File: config.mk
export PLATFORM = sky130hd
export DESIGN_NAME = smb_arbiter
export DESIGN_NICKNAME = d
export VERILOG_FILES = /design/src/rtl/smb_pkg.sv /design/src/rtl/smb_mem_model.sv /design/src/rtl/smb_host_port.sv /design/src/rtl/smb_bus_seq.sv /design/src/rtl/smb_arbiter.sv
export SDC_FILE = /design/constraint.sdc
export NUM_CORES = 1
export LEC_CHECK = 0
export ABC_AREA = 1
export BUFFER_PORTS_ARGS = -buffer_cell sky130_fd_sc_hd__buf_2
export CAP_MARGIN = 10
export CORE_MARGIN = 1.5
export CORE_UTILIZATION = 45
export DETAILED_ROUTE_END_ITERATION = 10
export PLACE_DENSITY = 0.68
export SYNTH_ARGS = -nofsm -noshare
export SYNTH_HDL_FRONTEND = slang
export SYNTH_SLANG_ARGS = --single-unit
File: constraint.sdc
create_clock -name clk -period 2.72 [get_ports clk]
set_input_delay 0.544 -clock clk [delete_from_list [all_inputs] [get_ports clk]]
set_output_delay 0.544 -clock clk [all_outputs]
set_load 0.03 [all_outputs]
File: src/rtl/smb_pkg.sv
package smb_pkg;
   typedef enum logic [1:0] {
      OWN_CPU = 2'd0,
      OWN_HWR = 2'd1,
      OWN_HRD = 2'd2
   } owner_e;
endpackage

File: src/rtl/smb_mem_model.sv
module smb_mem_model #(
   parameter int AW = 6,
   parameter int DW = 16
) (
   input  logic          clk,
   input  logic          en,
   input  logic          we,
   input  logic [AW-1:0] addr,
   input  logic [DW-1:0] wdata,
   output logic [DW-1:0] rdata
);
   localparam int DEPTH = 1 << AW;

   logic [DW-1:0] cells [DEPTH];

   always_ff @(posedge clk) begin
      if (en && we) cells[addr] <= wdata;
   end

   assign rdata = cells[addr];
endmodule

File: src/rtl/smb_host_port.sv
module smb_host_port #(
   parameter int AW = 6,
   parameter int DW = 16
) (
   input  logic          clk,
   input  logic          rst_n,
   input  logic          hst_rd,
   input  logic          hst_wr,
   input  logic [AW-1:0] hst_addr,
   input  logic [DW-1:0] hst_wdata,
   input  logic          wdone,
   input  logic          rdone,
   input  logic [DW-1:0] mem_rdata,
   output logic          hst_wait,
   output logic [DW-1:0] hst_rdata,
   output logic          wreq,
   output logic          rreq,
   output logic [AW-1:0] wbuf_addr,
   output logic [DW-1:0] wbuf_data,
   output logic [AW-1:0] rd_addr
);
   logic rd_q, wr_q, rd_seen, wr_seen;
   logic wbuf_v, wr_stall, rd_pend;

   assign rd_seen = hst_rd && !rd_q;
   assign wr_seen = hst_wr && !wr_q;
   assign wreq    = wbuf_v;
   assign rreq    = rd_pend && !wbuf_v;

   always_ff @(posedge clk) begin
      if (!rst_n) begin
         rd_q      <= 1'b0;
         wr_q      <= 1'b0;
         wbuf_v    <= 1'b0;
         wr_stall  <= 1'b0;
         rd_pend   <= 1'b0;
         hst_wait  <= 1'b0;
         hst_rdata <= '0;
         wbuf_addr <= '0;
         wbuf_data <= '0;
         rd_addr   <= '0;
      end else begin
         rd_q <= hst_rd;
         wr_q <= hst_wr;
         if (wdone) wbuf_v <= 1'b0;
         if (wr_seen && !wbuf_v) begin
            wbuf_v    <= 1'b1;
            wbuf_addr <= hst_addr;
            wbuf_data <= hst_wdata;
         end else if (wr_seen) begin
            wr_stall <= 1'b1;
            hst_wait <= 1'b1;
         end
         if (wr_stall && !wbuf_v) begin
            wbuf_v    <= 1'b1;
            wbuf_addr <= hst_addr;
            wbuf_data <= hst_wdata;
            wr_stall  <= 1'b0;
            hst_wait  <= 1'b0;
         end
         if (rd_seen) begin
            rd_pend  <= 1'b1;
            rd_addr  <= hst_addr;
            hst_wait <= 1'b1;
         end
         if (rdone) begin
            rd_pend   <= 1'b0;
            hst_rdata <= mem_rdata;
            hst_wait  <= 1'b0;
         end
      end
   end

   // wait follows a new read strobe by one cycle
   assert_wait_after_rd_R7: assert property (@(posedge clk) disable iff (!rst_n)
      rd_seen |=> hst_wait)
      else $error("read strobe not followed by wait");

   // a full buffer is never overwritten before it drains
   assert_no_overwrite_R8: assert property (@(posedge clk) disable iff (!rst_n)
      (wbuf_v && !wdone) |=> (wbuf_v && $stable(wbuf_addr) && $stable(wbuf_data)))
      else $error("posted write overwritten");

   // a read completes only with no write left in the buffer
   assert_rd_after_wr_R4: assert property (@(posedge clk) disable iff (!rst_n)
      rdone |-> !wbuf_v)
      else $error("read overtook posted write");
endmodule

File: src/rtl/smb_bus_seq.sv
module smb_bus_seq
   import smb_pkg::*;
#(
   parameter int AW   = 6,
   parameter int DW   = 16,
   parameter int WS_W = 2
) (
   input  logic            clk,
   input  logic            rst_n,
   input  logic [WS_W-1:0] ws_flash,
   input  logic [WS_W-1:0] ws_sram,
   input  logic            cpu_req,
   input  logic            cpu_we,
   input  logic [AW-1:0]   cpu_addr,
   input  logic [DW-1:0]   cpu_wdata,
   input  logic            wreq,
   input  logic            rreq,
   input  logic [AW-1:0]   wbuf_addr,
   input  logic [DW-1:0]   wbuf_data,
   input  logic [AW-1:0]   rd_addr,
   input  logic [DW-1:0]   mem_rdata,
   output logic            mem_en,
   output logic            mem_we,
   output logic [AW-1:0]   mem_addr,
   output logic [DW-1:0]   mem_wdata,
   output logic            wdone,
   output logic            rdone,
   output logic            cpu_done,
   output logic [DW-1:0]   cpu_rdata
);
   localparam int FLASH_BIT = AW - 1;

   logic            busy, last_host, pick_host, host_any, finish;
   owner_e          own, nxt_own;
   logic [WS_W-1:0] cnt, nxt_ws;
   logic [AW-1:0]   a_addr, nxt_addr;
   logic [DW-1:0]   a_data, nxt_data;
   logic            a_we, nxt_we;

   always_comb begin
      host_any  = wreq || rreq;
      pick_host = host_any && (!cpu_req || !last_host);
      if (pick_host && wreq) begin
         nxt_own  = OWN_HWR;
         nxt_addr = wbuf_addr;
         nxt_data = wbuf_data;
         nxt_we   = 1'b1;
      end else if (pick_host) begin
         nxt_own  = OWN_HRD;
         nxt_addr = rd_addr;
         nxt_data = '0;
         nxt_we   = 1'b0;
      end else begin
         nxt_own  = OWN_CPU;
         nxt_addr = cpu_addr;
         nxt_data = cpu_wdata;
         nxt_we   = cpu_we;
      end
      nxt_ws = nxt_addr[FLASH_BIT] ? ws_flash : ws_sram;
   end

   assign finish    = busy && (cnt == '0);
   assign mem_en    = finish;
   assign mem_we    = finish && a_we;
   assign mem_addr  = a_addr;
   assign mem_wdata = a_data;
   assign wdone     = finish && (own == OWN_HWR);
   assign rdone     = finish && (own == OWN_HRD);

   always_ff @(posedge clk) begin
      if (!rst_n) begin
         busy      <= 1'b0;
         last_host <= 1'b0;
         own       <= OWN_CPU;
         cnt       <= '0;
         a_addr    <= '0;
         a_data    <= '0;
         a_we      <= 1'b0;
         cpu_done  <= 1'b0;
         cpu_rdata <= '0;
      end else begin
         cpu_done <= finish && (own == OWN_CPU);
         if (finish && (own == OWN_CPU)) cpu_rdata <= mem_rdata;
         if (!busy && (cpu_req || host_any)) begin
            busy      <= 1'b1;
            own       <= nxt_own;
            last_host <= pick_host;
            a_addr    <= nxt_addr;
            a_data    <= nxt_data;
            a_we      <= nxt_we;
            cnt       <= nxt_ws;
         end else if (finish) begin
            busy <= 1'b0;
         end else if (busy) begin
            cnt <= cnt - 1'b1;
         end
      end
   end

   // an access in progress keeps its owner and address
   assert_nonpreempt_R3: assert property (@(posedge clk) disable iff (!rst_n)
      (busy && cnt != '0) |=> (busy && $stable(own) && $stable(a_addr)))
      else $error("access preempted");

   // host turn is followed by a controller turn when it waits
   assert_rr_turn_R5: assert property (@(posedge clk) disable iff (!rst_n)
      (finish && own != OWN_CPU && cpu_req) |=> ##1 (busy && own == OWN_CPU))
      else $error("controller skipped after host turn");

   // a lone controller request is granted on the next edge
   assert_lone_grant_R6: assert property (@(posedge clk) disable iff (!rst_n)
      (!busy && cpu_req && !wreq && !rreq) |=> (busy && own == OWN_CPU))
      else $error("lone request not granted");
endmodule

File: src/rtl/smb_arbiter.sv
module smb_arbiter #(
   parameter int AW   = 6,
   parameter int DW   = 16,
   parameter int WS_W = 2
) (
   input  logic            clk,
   input  logic            rst_n,
   input  logic [WS_W-1:0] ws_flash,
   input  logic [WS_W-1:0] ws_sram,
   input  logic            hst_rd,
   input  logic            hst_wr,
   input  logic [AW-1:0]   hst_addr,
   input  logic [DW-1:0]   hst_wdata,
   output logic [DW-1:0]   hst_rdata,
   output logic            hst_wait,
   input  logic            cpu_req,
   input  logic            cpu_we,
   input  logic [AW-1:0]   cpu_addr,
   input  logic [DW-1:0]   cpu_wdata,
   output logic [DW-1:0]   cpu_rdata,
   output logic            cpu_done
);
   generate
      if (AW < 2 || AW > 12) begin : g_bad_aw
         $error("AW must lie in 2..12");
      end
      if (DW < 1) begin : g_bad_dw
         $error("DW must be positive");
      end
      if (WS_W < 1 || WS_W > 4) begin : g_bad_ws
         $error("WS_W must lie in 1..4");
      end
   endgenerate

   logic          wdone, rdone, wreq, rreq;
   logic          mem_en, mem_we;
   logic [AW-1:0] wbuf_addr, rd_addr, mem_addr;
   logic [DW-1:0] wbuf_data, mem_wdata, mem_rdata;

   smb_host_port #(.AW(AW), .DW(DW)) u_host (
      .clk(clk), .rst_n(rst_n), .hst_rd(hst_rd), .hst_wr(hst_wr),
      .hst_addr(hst_addr), .hst_wdata(hst_wdata), .wdone(wdone), .rdone(rdone),
      .mem_rdata(mem_rdata), .hst_wait(hst_wait), .hst_rdata(hst_rdata),
      .wreq(wreq), .rreq(rreq), .wbuf_addr(wbuf_addr), .wbuf_data(wbuf_data),
      .rd_addr(rd_addr)
   );

   smb_bus_seq #(.AW(AW), .DW(DW), .WS_W(WS_W)) u_seq (
      .clk(clk), .rst_n(rst_n), .ws_flash(ws_flash), .ws_sram(ws_sram),
      .cpu_req(cpu_req), .cpu_we(cpu_we), .cpu_addr(cpu_addr),
      .cpu_wdata(cpu_wdata), .wreq(wreq), .rreq(rreq), .wbuf_addr(wbuf_addr),
      .wbuf_data(wbuf_data), .rd_addr(rd_addr), .mem_rdata(mem_rdata),
      .mem_en(mem_en), .mem_we(mem_we), .mem_addr(mem_addr),
      .mem_wdata(mem_wdata), .wdone(wdone), .rdone(rdone),
      .cpu_done(cpu_done), .cpu_rdata(cpu_rdata)
   );

   smb_mem_model #(.AW(AW), .DW(DW)) u_mem (
      .clk(clk), .en(mem_en), .we(mem_we), .addr(mem_addr),
      .wdata(mem_wdata), .rdata(mem_rdata)
   );
endmodule

==> results of run 1 <==
==> sequential cells by signal, summed over array words and instances (netlist names), named ones only <==
name / count
u_host.wbuf_addr: 6
u_seq.own: 2
u_host.wr_q: 1
u_seq.cpu_rdata: 16
u_host.wbuf_data: 16
u_seq.mem_wdata: 16
u_host.rd_q: 1
u_seq.mem_addr: 6
u_host.rd_addr: 6
u_seq.cpu_done: 1
u_seq.cnt: 2
u_host.rd_pend: 1
u_mem.cells: 1024
u_host.wreq: 1
u_seq.last_host: 1
u_host.hst_wait: 1
u_seq.busy: 1
u_seq.a_we: 1
u_host.wr_stall: 1
u_host.hst_rdata: 16
==> kinds of logic after synthesis <==
| group | Yosys count |
|---|---|
| AOI/OAI and AO/OA | 83 |
| adders and majority gates | 1 |
| buffers and inverters | 294 |
| DFF | 1126 |
| and+or+nand+nor | 2499 |
==> area by class of cell <==
type | count | area (um^2) | share of cell area
clock buffer | 147 | 2955 | 0.05723
multi-input combinational | 2583 | 11030 | 0.2136
tap | 1298 | 1624 | 0.03145
sequential | 1126 | 32820 | 0.6356
timing repair buffer | 263 | 2235 | 0.04327
clock inverter | 66 | 757.0 | 0.01466
inverter | 51 | 217.7 | 0.004216
==> per-stage QoR <==
step,worst slack [ps],cells,hold slack (ps)
floorplan,344.5,4003,440.3
global placement,392.8,5320,451.4
detailed placement,396.1,5320,448.8
CTS,356.9,5534,1.137
global route,225.4,5534,30.20
finish,265.3,5534,27.57
==> cells in the final DEF, fill, tap and decap left out, drive strengths merged, types with 4 or more instances in the layout <==
| cell type | n |
|---|---|
| clkinv | 45 |
| nor2 | 165 |
| o21ai | 41 |
| a21oi | 15 |
| nand3 | 888 |
| dfxtp | 102 |
| nand2 | 1434 |
| nand4 | 8 |
| a31oi | 21 |
| edfxtp | 1024 |
| inv | 54 |
| bufinv | 14 |
| clkinvlp | 4 |
| buf | 262 |
| clkbuf | 147 |
==> routing by layer <==
metal / GRT usage / part of all wire
met5: 0 / 0.00017
met4: 0.08229 / 0.033
met3: 0.04918 / 0.096
met2: 0.3773 / 0.47
met1: 0.3192 / 0.40
==> cells in the mapped netlist, types with 2 or more instances <==
master / count
sky130_fd_sc_hd__inv_2: 3
sky130_fd_sc_hd__nor3_1: 2
sky130_fd_sc_hd__nand2_1: 1434
sky130_fd_sc_hd__buf_4: 26
sky130_fd_sc_hd__o21a_1: 2
sky130_fd_sc_hd__a21oi_1: 15
sky130_fd_sc_hd__o21ai_0: 40
sky130_fd_sc_hd__inv_1: 47
sky130_fd_sc_hd__nor2_1: 163
sky130_fd_sc_hd__a31oi_1: 21
sky130_fd_sc_hd__clkbuf_1: 26
sky130_fd_sc_hd__buf_1: 20
sky130_fd_sc_hd__buf_2: 134
sky130_fd_sc_hd__buf_6: 37
sky130_fd_sc_hd__nand4_1: 8
sky130_fd_sc_hd__dfxtp_1: 102
sky130_fd_sc_hd__edfxtp_1: 1024
sky130_fd_sc_hd__nand3_1: 888
==> critical path, cell delays in order, from the launching register on <==
cell                      delay (ps)
sky130_fd_sc_hd__dfxtp_4         460
sky130_fd_sc_hd__buf_12          470
sky130_fd_sc_hd__nand2_1         130
sky130_fd_sc_hd__nand3_1         130
sky130_fd_sc_hd__nand3_1         100
sky130_fd_sc_hd__nand2_1         130
sky130_fd_sc_hd__nand2_1          80
sky130_fd_sc_hd__nand3_1         160
sky130_fd_sc_hd__nand3_1         130
sky130_fd_sc_hd__nand3_1         130
sky130_fd_sc_hd__nand2_1          60
sky130_fd_sc_hd__inv_1            50
==> worst min-delay path by stage <==
stage | startpoint | to | cells after the start | slack, ps
floorplan | u_seq.last_host | u_seq.last_host | 2 | 440
global placement | u_host.hst_rdata[8] | u_host.hst_rdata[8] | 2 | 450
detailed placement | u_host.hst_rdata[8] | u_host.hst_rdata[8] | 2 | 450
CTS | hst_wr | u_host.wr_q | 3 | 1
global route | hst_wr | u_host.wr_q | 3 | 30
finish | hst_wr | u_host.wr_q | 3 | 30
==> where the power goes <==
part	switching [mW]	total [mW]	internal [mW]	leakage (nW)
sequential	0.373	19.7	19.3	10.8
combinational	4.30	5.95	1.66	6.93
clock	6.59	15.6	9.01	1.80
total	11.3	41.2	29.9	19.5
==> repair_timing <==
| action | CTS | global route |
|---|---|---|
| endpoints found under the setup margin | 0 | 0 |
| hold buffers | 1 | 0 |
| endpoints found under the hold margin | 1 | 0 |
==> results list, run 1 <==
- The synthesized design contains 1126 register bits.
* Leakage Power: 19.54 nW
- For this run, the leading register cell type out of synthesis is sky130_fd_sc_hd__edfxtp_1.
- Cts bufs inserted: 112
- In this run the standard cell core region covers 0.1001 mm^2.
* Max-capacitance violation count: 0
- In the final layout, the share of cells above drive strength 1 is 0.1065.
- The floorplan has 116 rows.
- The clock net in this run drives a total of 1126 sinks.
- Each instance of the synthesized netlist takes up on average 11.36 um^2.
- P&R area growth vs syn: 13.57%
- Total power density per cell area: 798.0 mW/mm^2
* Remaining global-route overflow: 0
- When the netlist entered floorplanning its net count stood at 4058.
- The Yosys step of the flow raised 0 warnings.
* Worst reg-to-reg path cell count: 11
* Multiplexer area fraction after synthesis: 0
- Core Util, Final: 0.5157
- Destination of the critical timing path: u_seq.cpu_rdata[15]
* Arrival time at the worst endpoint: 3100 ps
- In the synthesized netlist, the number of instances is 4003.
* Number of different library cells in the post-synthesis netlist: 29
- The die is 320.9 um tall.
* Critical Path Fanout Max: 177
- Clock-pin slew was measured on the worst setup and hold paths at 60 ps.
* Register-to-register setup slack: 270 ps
- The via count of the first global-routing pass was 29261.
* Count of buffers added by post-CTS timing repair for setup: 0
- VDD sags by at most 0.0007568 V.
- The design draws 41.21 mW.
- Via count normalized by instance count: 5.580
- Setup repair after global routing missed its margin: false
- Number of top-level pins: 88
- N_diodes: 0
- At the pin with the least slew margin, the transition time is 1042 ps.
- The die is 320.9 um wide.
- The final layout contains 4192 nets.
- Effective utilization at floorplan: 0.4540
* Die Outline Area: 0.1030 mm^2
- Number of port buffers: 87
- TritonCTS clock tree: yes
- Length of the first detailed-routing pass in iterations: 7
- Final worst clock skew: 45.63 ps
- Area leader, netlist: sky130_fd_sc_hd__edfxtp_1
* Vias: 30878
* Root buf cell: sky130_fd_sc_hd__clkbuf_16
- Synth Area in XOR/XNOR: 0
* Kind of path behind the tightest hold check: input pin to register
- Entering global routing, the biggest net connects 178 pins.
* Average wire per cell in the routed design: 22.09 um
- Final setup fails: 0
- The flow ran to the end, and the final reports show no timing, DRC or antenna violations.
- Based on the critical path, the design can be clocked at up to 407.4 MHz.
* Post-route DRC: 0
- STA puts the critical path data required time at 3370 ps.
* Synth Area in Compound Gates: 0.01051
- Wires add up to 122.3 mm.
- Number of filler instances in the final layout: 8460
- Ranked by total cell area, the synthesized netlist is headed by sky130_fd_sc_hd__edfxtp_1, sky130_fd_sc_hd__nand2_1, sky130_fd_sc_hd__nand3_1, sky130_fd_sc_hd__dfxtp_1, sky130_fd_sc_hd__buf_2.
- The worst register-to-register path ends at u_seq.cpu_rdata[15].
- The clock tree synthesis step divided the H-tree into 3 levels.
- Overall Global Routing Usage: 0.2354
- The number of antenna violations at the first check in global routing is 5.
* Iteration-0 DRC Markers: 3452
* Kind of end point of the critical path: register
- Count of endpoints failing hold in the final timing report: 0
- Post-DRT Antenna Nets: 0
* Min Clock Period, post-route: 2455 ps
- Simple-Gate Fraction of Synth Area: 0.2317
- The placed instances occupy a cell area of 0.04792 mm^2.
- Clock latency on the worst-skew pair, taken at its later pin, is 710 ps.
* Share of synthesized flip-flops with an asynchronous set or reset: 0
- Proportion of netlist area held by the largest area contributor: 0.6762
* Normalized max-slew margin: 0.3056
- Dominant combinational cell family by area after synthesis: simple AND/OR/NAND/NOR gates
- The congestion estimate from routability-driven global placement came to 0.8923.
- The worst setup path is launched from a register.
- Yosys mapped a number of flops with a built-in enable equal to 1024.
- Adder and majority cell fraction of the synthesized area: 0.0002752
- Post-route fraction of the period consumed by the critical path: 0.9025
- Final-report max-slew violation count: 0
* Netlist Area Pre-Place: 0.04547 mm^2
* Detailed placer's ending HPWL: 72.35 mm
- Setup total negative slack: 0 ps
- Global-route wire length before repair: 182.9 mm
* Resized cells post-CTS: 0
- Worst Setup Path Type: register to register
- Bufs on Longest Clock Path: 3
* Post-synthesis sequential area ratio: 0.7211
- With fillers left out, the area of the finished cells amounts to 0.05164 mm^2.
No activity file was read; power rests on OpenSTA's default activity.
==> run 2, diff against run 1 <==
ABC_AREA = 0   (was 1)
CORE_UTILIZATION = 62   (was 45)
PLACE_DENSITY = default   (was 0.68)
PLACE_DENSITY_LB_ADDON = 0.05   (was default)
==> results list, run 2 <==
- Critical Path Fanout Max: 14 (-92%)
- Bufs on Longest Clock Path: 3 (unchanged)
* Syn nets: 2465 (-39%)
- Final setup fails: 0 (unchanged)
- The number of buffers inserted during clock tree synthesis was 109 (-2.7%).
* Instance count after placement with tap cells included: 3547 (-33%)
- Number of port buffers: 87 (unchanged)
* Number of placement rows: 97 (-16%)
- Post-synthesis sequential element count: 1126 (unchanged)
- STA classifies the critical path startpoint as a register.
- Minimum setup slack after placement: -65.80 ps (-461.9 ps)
* Core Util, Final: 0.7202 (+0.2045)
- The signal on the critical path passes through and4bb_1, buf_12, a22oi_1, o2111ai_1, a211oi_1, buf_4, a22o_1, a22o_1.
- Largest reg by FF count: u_mem.cells
- The final setup skew was 33.81 ps (-11.83 ps).
* Post-layout total power: 40.28 mW (-2.2%)
- Width of the die: 268.1 um (-16%)
- The level count of the clock H-tree was 3 (unchanged).
* Number of synthesized flops with an enable pin: 1024 (unchanged)
* Total power density per cell area: 801.6 mW/mm^2 (+0.45%)
- Largest stage delay on the critical path: 560 ps (+90 ps)
* P&R area growth vs syn: 15.35%
* Post-DRT Antenna Nets: 0 (unchanged)
* Kind of end point of the critical path: register
- Die Outline Area: 0.07187 mm^2 (-30%)
* Number of filler instances in the final layout: 4308 (-49%)
* Share of synthesized flip-flops with an asynchronous set or reset: 0 (unchanged)
- The flow ran to the end, and the final reports show no timing, DRC or antenna violations.
- The sequential cell area fraction in the yosys report was 0.7526 (+0.03146).
* Worst ir drop on vdd: 0.0008142 V (+7.6%)
* Area of combinational cells with multiple inputs: 0.01003 mm^2 (-9.0%)
- Worst endpoint required time: 3320 ps (-50 ps)
- The minimum clock period after layout was 2686 ps (+231.7 ps).
- The via count of the first global-routing pass is 23721 (-19%).
- Arrival time at the worst endpoint: 3290 ps (+190 ps)
- Normalized max-slew margin: 0.1867 (-0.1190)
- Detailed placer's ending HPWL: 76.41 mm (+5.6%)
* Final cell count without fillers: 3750 (-32%)
- Overall Global Routing Usage: 0.3325 (+0.09716)
- The actual transition at the worst max-transition pin was 1220 ps (+178.4 ps).
- The flip-flop count of the largest register, all copies and words added is 1024 (unchanged).
- Via count normalized by instance count: 6.567 (+18%)
* Proportion of netlist area held by the largest area contributor: 0.7057 (+0.02950)
- TritonCTS built the clock tree.
- The first-pass GRT wire length is 167.0 mm (-8.7%).
- Placeable Area: 0.06979 mm^2 (-30%)
* Post-synthesis area per instance: 18.08 um^2 (+59%)
* Total wire length: 117.5 mm (-3.9%)
* Number of instances in the synthesized netlist: 2410 (-40%)
- Clock sink total: 1126 (unchanged)
- Fmax: 372.3 MHz (-8.6%)
- Count of endpoints failing hold in the final timing report: 0 (unchanged)
* Kind of path behind the tightest hold check: input pin to register
- The routability congestion estimate from global placement came to 0.9368 (+5.0%).
* Register-to-register setup slack: 30 ps (-230 ps)
- The library cells used most frequently in the layout, excluding fill and tap cells, are sky130_fd_sc_hd__edfxtp_1, sky130_fd_sc_hd__mux2i_1, sky130_fd_sc_hd__buf_4.
- The clock slew seen by the registers of the worst setup and hold paths was 60 ps (about the same).
- Slowest stage cell, crit path: sky130_fd_sc_hd__dfxtp_4
* Leakage Power: 16.89 nW (-14%)
- Synth cell count leaders: sky130_fd_sc_hd__edfxtp_1, sky130_fd_sc_hd__mux2i_1, sky130_fd_sc_hd__nand2_1
- In this design, the critical path's most frequently occurring cell is sky130_fd_sc_hd__a22o_1.
- The root buffer cell chosen for the clock tree is sky130_fd_sc_hd__clkbuf_16.
- Dominant synthesized flop cell: sky130_fd_sc_hd__edfxtp_1
- Post-route DRC: 0 (unchanged)
* Setup repair after global routing missed its margin: false
- The cell area after synthesis came to 0.04357 mm^2 (-4.2%).
* Count of buffers added by post-CTS timing repair for setup: 0 (unchanged)
* Final setup margin: 33.67 ps (-231.7 ps)
* Cell with the most instances after synthesis: sky130_fd_sc_hd__edfxtp_1
- The final net count is 2773 (-34%).
- Area occupied by registers: 0.03282 mm^2 (unchanged)
- The final-layout worst hold slack came to 91.30 ps (+63.72 ps).
* Maximum number of pins on one net before global-route repair: 65 (-63%)
* Most common library cell in the layout ignoring fill and taps: sky130_fd_sc_hd__edfxtp_1
- The number of top-level pins is 88 (unchanged).
- Biggest area contributors in the synthesized netlist: sky130_fd_sc_hd__edfxtp_1, sky130_fd_sc_hd__mux4_2, sky130_fd_sc_hd__mux2i_1, sky130_fd_sc_hd__dfxtp_1, sky130_fd_sc_hd__a22oi_1
- The clock latency of the later-clocked register in the worst-skew pair came to 690 ps (-20 ps).
- Max-capacitance violation count: 0 (unchanged)
- Average wire per cell in the routed design: 31.34 um (+42%)
- Effective utilization at floorplan: 0.6243 (+0.1703)
- Worst Setup Path Type: register to register
- Die Y: 268.1 um (-16%)
* Iteration-0 DRC Markers: 3306 (-4.2%)
* Final-report max-slew violation count: 0 (unchanged)
* Remaining global-route overflow: 0 (unchanged)
* Area leader, netlist: sky130_fd_sc_hd__edfxtp_1
* Number of different library cells in the post-synthesis netlist: 64 (+120%)
- The length of the first detailed-routing pass in iterations is 6 (-1).
- Share of post-route cells with drive strength above 1: 0.2411 (+0.1346)
* Antenna violations before repair: 5 (unchanged)
* Warnings from Yosys: 0 (unchanged)
* Post-route fraction of the period consumed by the critical path: 0.9876 (+0.08517)
- Vias: 24627 (-20%)
-- run 2: final cells by class --
class / instances / share of cell area
clock buffer: 138 / 0.05908
sequential: 1126 / 0.6531
antenna: 2 / 0.00009958
timing repair buffer: 336 / 0.05482
inverter: 7 / 0.0005228
clock inverter: 63 / 0.009311
multi-input combinational: 1138 / 0.1997
tap: 940 / 0.02340
-- run 2: repair_timing --
action | in CTS | in global routing
gates resized for setup | 1 | 4
setup endpoints to repair | 2 | 6
hold buffers | 0 | 0
-- run 2: logic make-up after synthesis --
| kind of cell | synth area share |
|---|---|
| buffers and inverters | 0.01829 |
| adders and majority gates | 0.0002871 |
| and+or+nand+nor | 0.04514 |
| muxes | 0.1310 |
| AOI/OAI and AO/OA | 0.05264 |
| DFF | 0.7526 |
-- run 2: power breakdown --
part	total, mW	switching (mW)	internal, mW
clock network	14.5	6.27	8.25
logic	5.63	3.49	2.15
registers	20.1	0.527	19.6
-- run 2: critical path, delay by kind of cell (launching register included) --
kind,cells,cell delay (ps)
DFF,1,560
AOI/OAI and AO/OA,5,1290
buffers and inverters,2,400
and+or+nand+nor,1,350
-- run 2: routing by layer --
layer / share of wire / track usage / vias to the layer above / wire length [um]
met4: 0.034 / 0.1167 / 2 / 3950
li1: - / - / 10252 / -
met3: 0.11 / 0.08210 / 186 / 13220
met5: 0.000094 / 0 / - / 11
met1: 0.39 / 0.4810 / 12722 / 46310
met2: 0.46 / 0.5004 / 1465 / 54030
-- run 2: per-stage QoR --
stage	area, um^2	TNS [ps]
after floorplan	43570	0
after global placement	46790	-69.97
after detailed placement	46790	-121.5
after CTS	50230	0
after global routing	50260	0
final	50260	0
-- run 2: path summary, 6_finish.rpt --
kind	start	endpoint	depth (start not counted)
max	register	u_seq.cpu_rdata[6]	8
min	hst_rd	u_host.rd_q	2
max reg2reg	register	u_seq.cpu_rdata[6]	8
min reg2reg	u_seq.cnt[1]	u_seq.cnt[1]	2
